<file path="src/rtl/crc16_aug_pkg.sv">
package crc16_aug_pkg;
  localparam int CRC_W = 16;
  localparam logic [CRC_W-1:0] CRC_POLY = 16'h1021;

  typedef enum logic [1:0] {
    ST_IDLE  = 2'd0,
    ST_LOAD  = 2'd1,
    ST_FLUSH = 2'd2
  } seq_state_e;
endpackage

</file>
<file path="src/rtl/crc_div_reg.sv">
// Shift-left division register: the incoming bit enters at bit 0, and the
// outgoing MSB is fed back into every position where the generator has a 1.
module crc_div_reg #(
  parameter int         W    = 16,
  parameter logic [W-1:0] POLY = 16'h1021
) (
  input  logic         clk,
  input  logic         rst,
  input  logic         clr,
  input  logic         shift_en,
  input  logic         din,
  output logic [W-1:0] q
);
  logic         fb;
  logic [W-1:0] nxt;

  assign fb = q[W-1];

  for (genvar i = 0; i < W; i++) begin : g_bit
    logic src;
    if (i == 0) begin : g_lsb
      assign src = din;
    end else begin : g_mid
      assign src = q[i-1];
    end
    if (POLY[i]) begin : g_tap
      assign nxt[i] = src ^ fb;
    end else begin : g_plain
      assign nxt[i] = src;
    end
  end

  always_ff @(posedge clk) begin
    if (rst || clr) q <= '0;
    else if (shift_en) q <= nxt;
  end
endmodule

</file>
<file path="src/rtl/crc_flush_count.sv">
// Counts the zero-bit flush cycles; flags the final one.
module crc_flush_count #(
  parameter int LEN = 16
) (
  input  logic clk,
  input  logic rst,
  input  logic clr,
  input  logic en,
  output logic final_cycle
);
  localparam int CW = $clog2(LEN + 1);

  logic [CW-1:0] cnt;

  always_ff @(posedge clk) begin
    if (rst || clr) cnt <= '0;
    else if (en) cnt <= cnt + 1'b1;
  end

  assign final_cycle = (cnt == CW'(LEN - 1));
endmodule

</file>
<file path="src/rtl/crc_seq.sv">
// Phase sequencer: idle, accept message bits, flush zeros, strobe done.
module crc_seq
  import crc16_aug_pkg::*;
(
  input  logic clk,
  input  logic rst,
  input  logic start,
  input  logic in_valid,
  input  logic in_last,
  input  logic flush_final,
  output logic in_ready,
  output logic shift_en,
  output logic zero_sel,
  output logic reg_clr,
  output logic cnt_clr,
  output logic cnt_en,
  output logic done
);
  seq_state_e state_q, state_d;
  logic       take;
  logic       flushing;

  assign in_ready = (state_q == ST_LOAD);
  assign take     = in_ready && in_valid && !start;
  assign flushing = (state_q == ST_FLUSH) && !start;
  assign shift_en = take || flushing;
  assign zero_sel = (state_q == ST_FLUSH);
  assign reg_clr  = start;
  assign cnt_clr  = start || (take && in_last);
  assign cnt_en   = flushing;

  always_comb begin
    state_d = state_q;
    if (start) begin
      state_d = ST_LOAD;
    end else begin
      unique case (state_q)
        ST_LOAD:  if (take && in_last) state_d = ST_FLUSH;
        ST_FLUSH: if (flush_final) state_d = ST_IDLE;
        default:  state_d = state_q;
      endcase
    end
  end

  always_ff @(posedge clk) begin
    if (rst) begin
      state_q <= ST_IDLE;
      done    <= 1'b0;
    end else begin
      state_q <= state_d;
      done    <= flushing && flush_final;
    end
  end
endmodule

</file>
<file path="src/rtl/crc16_aug_serial.sv">
module crc16_aug_serial #(
  parameter int           W    = crc16_aug_pkg::CRC_W,
  parameter logic [W-1:0] POLY = crc16_aug_pkg::CRC_POLY
) (
  input  logic         clk,
  input  logic         rst,
  input  logic         start,
  input  logic         in_valid,
  output logic         in_ready,
  input  logic         in_bit,
  input  logic         in_last,
  output logic [W-1:0] crc_out,
  output logic         done
);
  logic shift_en, zero_sel, reg_clr, cnt_clr, cnt_en, flush_final;
  logic din;

  assign din = zero_sel ? 1'b0 : in_bit;

  crc_seq u_seq (
    .clk        (clk),
    .rst        (rst),
    .start      (start),
    .in_valid   (in_valid),
    .in_last    (in_last),
    .flush_final(flush_final),
    .in_ready   (in_ready),
    .shift_en   (shift_en),
    .zero_sel   (zero_sel),
    .reg_clr    (reg_clr),
    .cnt_clr    (cnt_clr),
    .cnt_en     (cnt_en),
    .done       (done)
  );

  crc_flush_count #(.LEN(W)) u_cnt (
    .clk        (clk),
    .rst        (rst),
    .clr        (cnt_clr),
    .en         (cnt_en),
    .final_cycle(flush_final)
  );

  crc_div_reg #(.W(W), .POLY(POLY)) u_reg (
    .clk     (clk),
    .rst     (rst),
    .clr     (reg_clr),
    .shift_en(shift_en),
    .din     (din),
    .q       (crc_out)
  );
endmodule

</file>
<file path="config.mk">
export PLATFORM = sky130hd
export DESIGN_NAME = crc16_aug_serial
export DESIGN_NICKNAME = d
export VERILOG_FILES = /design/src/rtl/crc16_aug_pkg.sv /design/src/rtl/crc_div_reg.sv /design/src/rtl/crc_flush_count.sv /design/src/rtl/crc_seq.sv /design/src/rtl/crc16_aug_serial.sv
export SDC_FILE = /design/constraint.sdc
export NUM_CORES = 1
export LEC_CHECK = 0
export BUFFER_PORTS_ARGS = -buffer_cell sky130_fd_sc_hd__buf_2
export CORE_UTILIZATION = 57
export CTS_CLUSTER_DIAMETER = 200
export DETAILED_ROUTE_END_ITERATION = 10
export PLACE_DENSITY = 0.82
export SYNTH_ARGS = -nofsm -noshare
export SYNTH_HDL_FRONTEND = slang
export SYNTH_HIERARCHICAL = 1
export SYNTH_SLANG_ARGS = --single-unit
</file>
<file path="constraint.sdc">
create_clock -name clk -period 2.3 [get_ports clk]
set_clock_uncertainty 0.05 [all_clocks]
set_input_delay 0.115 -clock clk [delete_from_list [all_inputs] [get_ports clk]]
set_output_delay 0.115 -clock clk [all_outputs]
set_load 0.02 [all_outputs]
</file>
=== Word level (Yosys, flattened, before mapping) ===
Cells that the tools add are included.

* Flip-flop bits (word level): 24
* Bits of input ports: 6
* Output and inout bits: 18
* Word-level logic and storage cells: 36

* $add $sub $neg: 1
* Equality and inequality tests: 7
* Mux-type cells: 5
* Bitwise logic cells: 3
* Reduce and logical (&&, ||, !) cells: 15

{| class="wikitable"
|+ Operator list
! cell !! number
|-
| $reduce_and 3->1 || 2
|-
| $add 5x1->5 const B || 1
|-
| $eq 5x4->1 const B || 1
|-
| $logic_and 1x1->1 || 5
|-
| $logic_or 1x1->1 || 4
|-
| $mux 2 || 2
|-
| $pmux 2 s2 || 1
|-
| $ne 3x2->1 const B || 1
|-
| $ne 3x3->1 const B || 1
|-
| $reduce_bool 3->1 || 1
|-
| $xor 1x1->1 || 3
|-
| $eq 2x1->1 const B || 1
|-
| $eq 2x2->1 const B || 1
|-
| $mux 1 || 2
|-
| $ne 2x1->1 const B || 1
|-
| $ne 2x2->1 const B || 1
|-
| $reduce_bool 2->1 || 1
|-
| $reduce_or 2->1 || 1
|-
| $logic_not 1->1 || 1
|}

=== Logic depth before layout (Yosys ltp) ===
* Depth after elaboration: 7
* Mapped depth: 8
* Depth with buffers taken out: 6

=== By module ===
Netlist, hierarchy kept.

{| class="wikitable"
|+ By module, submodules not included
! module !! instances !! cells an instance !! area each (um^2) !! sequential area each (um^2)
|-
| crc_div_reg || 1 || 69 || 713.2 || 320.3
|-
| crc_flush_count || 1 || 24 || 257.7 || 100.1
|-
| crc_seq || 1 || 26 || 209.0 || 60.1
|-
| crc16_aug_serial || 1 || 1 || 13.8 || 0.0
|}

=== Least setup slack after synthesis ===
Ideal clock, no wire load.

* Kind: register to register
* From: reg u_seq.state_q[1]
* To: reg u_reg.q[10]
* Setup time: 114 ps
* Arrival: 1443 ps
* Required time: 2136 ps
* Path slack: 693 ps
* Stages on the path, launching flop included: 9
* Path buffers: 2
* Period minus slack after synthesis: 1607 ps
* Cell sequence: dfxtp_1 inv_1 ha_1 a21oi_1 nor2_1 buf_6 buf_6 mux2i_1 nor2_1

* Longest elaborated chain between the ends: 4
* Elaborated cells on any way between the ends: 6
* Those cells by class: 2 x eq/ne; 4 x reduce/logical

{| class="wikitable"
|+ RTL lines
! what !! RTL line !! text
|-
| start: declaration || crc_seq.sv:19 || <nowiki>seq_state_e state_q, state_d;</nowiki>
|-
| start signal: assignment || crc_seq.sv:50 || <nowiki>state_q <= state_d;</nowiki>
|-
| $eq 2x1->1 || crc_seq.sv:23 || <nowiki>assign in_ready = (state_q == ST_LOAD);</nowiki>
|-
| via in_ready || crc16_aug_serial.sv:9 || <nowiki>output logic in_ready,</nowiki>
|-
| $logic_and 1x1->1 (2 in a row) || crc_seq.sv:24 || <nowiki>assign take = in_ready && in_valid && !start;</nowiki>
|-
| $logic_or 1x1->1 || crc_seq.sv:26 || <nowiki>assign shift_en = take || flushing;</nowiki>
|-
| via shift_en || crc16_aug_serial.sv:15 || <nowiki>logic shift_en, zero_sel, reg_clr, cnt_clr, cnt_en, flush_final;</nowiki>
|-
| end signal: assignment || crc_div_reg.sv:35 || <nowiki>else if (shift_en) q <= nxt;</nowiki>
|-
| end: declaration || crc_div_reg.sv:12 || <nowiki>output logic [W-1:0] q</nowiki>
|}

The timed path passes the listed nets, and every way through them passes these cells.
A chain may end at the register's enable or synchronous reset.

=== Worst setup path in the final report ===
* From: reg u_seq.state_q[0]
* To: reg u_reg.q[13]

* Elaborated cells on any way between the ends: 6
* Those cells by class: 2 x eq/ne; 4 x reduce/logical

{| class="wikitable"
|+ RTL lines
! what !! RTL line !! text
|-
| $eq 2x2->1 || n/a ||
|-
| via zero_sel || crc16_aug_serial.sv:15 ||
|-
| $logic_and 1x1->1 || crc_seq.sv:25 || <nowiki>assign flushing = (state_q == ST_FLUSH) && !start;</nowiki>
|-
| $logic_or 1x1->1 || crc_seq.sv:26 ||
|-
| via shift_en || crc16_aug_serial.sv:15 ||
|}

The timed path passes the listed nets, and every way through them passes these cells.

==> run summary <==
WL/cell = 11.4 µm
Most common cell after layout, fill and taps aside = dfxtp_1
First-pass GRT wire length = 2.58 mm
Inst Count DP = 152
Number of global-route vias before repair = 637
CTS clk-pin slew, worst paths = 0.12 ns
Async SR Flop Fraction = 0%
RR Startpoint = u_seq/state_q[0]
Initial DRC Count = 14
Max-cap viol count = 0
Period Utilization, post-route = 70.6%
Final setup violation count = 0
# IOs = 24
Std cell rows = 16
Die area = 0.00228 mm²
CTS tree = built
Layout cells sized above 1 = 28.5%
Final core utilization = 63.1%
Core area = 0.00196 mm²
RSZ-0062 raised after global routing = false
R2R setup slack = 0.68 ns
Pint = 0.545 mW
Highest-count cells in the layout ignoring fill and taps = dfxtp_1 (24), buf_2 (23), nor2_1 (17)
Gates resized, CTS repair = 0
Mean Syn Cell Area = 9.95 µm²
Reg-to-Reg End = u_reg/q[13]
YS warnings = 6
Final min period = 1.62 ns
Worst-Skew Late Latency = 0.30 ns
Reg2reg path depth = 7
Max-slew violations = 0
Total grt overflow = 0
CTS root buffer = clkbuf_4
CTS hold repair buffers = 1
Seq/Total Area, Yosys = 40.3%
Worst Path Arrival = 1.75 ns
Total CTS buffers = 3
Starting density of the core = 60.8%
Worst Path Required = 2.43 ns
Worst hold stages = 2
Ys flop type = dfxtp_1
Clk pwr share = 30.1%
Post-Place Worst Slack = 0.700 ns
Number of synthesized flops with an enable pin = 0
DP HPWL = 1.35 mm
Fmax = 0.616 GHz
Via Count = 797
Power Dens Cells = 569 mW/mm²
Leak Pwr = 0.508 nW
Total of fill cells in the finished design = 176
Final hold slack = 0.0173 ns
Hold Startpoint = start
Initial antenna violation count = 0
DR DRC count = 0
Total Wirelength = 1.78 mm
Rel. slew slack = 63.8%
Area growth, synth to finish = 3.67%
Synth Cell Area = 0.00119 mm²
ANT nets after route = 0
Worst hold path class = in2reg
Worst-path maximum fanout = 19
Syn nets = 130
Largest net degree at the start of global routing = 20
Nets = 141
Final Hold Fails = 0
Hold path endpoint = u_seq/done
CP Capture Type = flip-flop
Post-synthesis register bit count = 24
Die span in y = 47.8 µm
Critical path launch point type = flip-flop
Die width = 47.8 µm
Setup ws final = 0.677 ns
Initial DRT Pass Iterations = 4
Port Buf Inserts = 23
Status = finished, final reports clean
Ant diodes = 0
Post-Syn Instances = 120
Final std cells w/o fill = 157
Clock H-tree levels = 1
Synth cell types = 30
Net Sw Frac = 22.6%
Drt via density = 5.08
Setup bufs post-CTS = 0
Sequential Power Share = 60.1%
Critical setup path kind = reg2reg
GPL Wtd Cong = 0.751
Worst vdd ir = 0.375 mV
Worst-case clock buffer depth = 2
Comb power frac = 9.8%
Final TNS setup = 0 ns
Clk sink count = 24
GRT Overall Usage = 15.9%
Slew @ Worst Pin = 0.542 ns
Psw = 0.159 mW
==> worst max path at each step <==
stage                      from     endpoint  slack [ns]  cells past startpoint
2_1_floorplan  u_seq/state_q[1]  u_reg/q[10]        0.69                      8
3_3_place_gp   u_seq/state_q[0]   u_reg/q[1]        0.76                      7
3_5_place_dp   u_seq/state_q[0]   u_reg/q[8]        0.70                      7
4_1_cts        u_seq/state_q[0]   u_reg/q[6]        0.68                      7
5_1_grt        u_seq/state_q[0]  u_reg/q[14]        0.54                      7
6_report       u_seq/state_q[0]  u_reg/q[13]        0.68                      7
==> state kept, by name, indices dropped and copies added, names as in the netlist <==
signal         cells
u_cnt/cnt          5
u_reg/q           16
u_seq/done         1
u_seq/state_q      2
==> per-layer routing <==
layer	GRT usage (%)	vias to the layer above	share of wire [%]
li1	-	408	-
met3	3.40	2	3.2
met4	5.00	0	0.45
met2	26.5	17	48
met5	0	-	0
met1	20.5	370	48
==> worst max-delay path: stages (launching register included) <==
cell	delay, ns
dfxtp_1	0.35
inv_1	0.06
ha_1	0.29
a21oi_1	0.09
nor2_2	0.08
buf_4	0.28
mux2i_1	0.23
nor2_1	0.06
==> layout make-up <==
class / instances / area (µm²) / area share, %
clock buffer: 4 / 36.3 / 2.93
inverter: 4 / 15.0 / 1.21
multi-input combinational: 73 / 539 / 43.6
sequential: 24 / 480 / 38.8
tap: 27 / 33.8 / 2.73
timing repair buffer: 25 / 133 / 10.7
==> synthesized netlist by cell type (2+ instances only) <==
library cell	n	share of area, %
mux2i_1	15	13
nor2_2	2	1.0
dfxtp_1	24	40
inv_1	4	1.3
a21oi_1	4	1.7
buf_6	5	4.7
or2_1	2	1.0
nand3b_1	2	1.3
xnor2_1	4	2.9
ha_1	4	4.2
nand2_1	2	0.63
nor3_1	2	0.84
a211oi_1	3	1.9
nor2_1	18	5.7
buf_4	14	8.8
==> cell families after synthesis <==
| kind of cell | count (synthesis) | share of synthesized area, % |
|---|---|---|
| buffers and inverters | 23 | 14.8 |
| DFF | 24 | 40.3 |
| and+or+nand+nor | 36 | 16.0 |
| xor gates and xnor gates | 4 | 2.93 |
| muxes | 16 | 13.8 |
| adders and majority gates | 4 | 4.19 |
| AOI/OAI and AO/OA | 13 | 7.97 |
==> stage by stage <==
step	total power [mW]	instance area [µm²]
after floorplan	0.491	1190
after global placement	0.497	1190
after detailed placement	0.500	1190
after CTS	0.715	1240
after global routing	0.738	1240
final	0.705	1240
==> power groups by stage <==
stage / logic, mW / registers [mW] / clock network [mW]
2_1_floorplan: 0.0597 / 0.432 / 0
3_3_place_gp: 0.0647 / 0.432 / 0
3_5_place_dp: 0.0672 / 0.432 / 0
4_1_cts: 0.0688 / 0.423 / 0.223
5_1_grt: 0.0765 / 0.424 / 0.238
6_report: 0.0692 / 0.423 / 0.212
(Power assumes the default switching activity.)
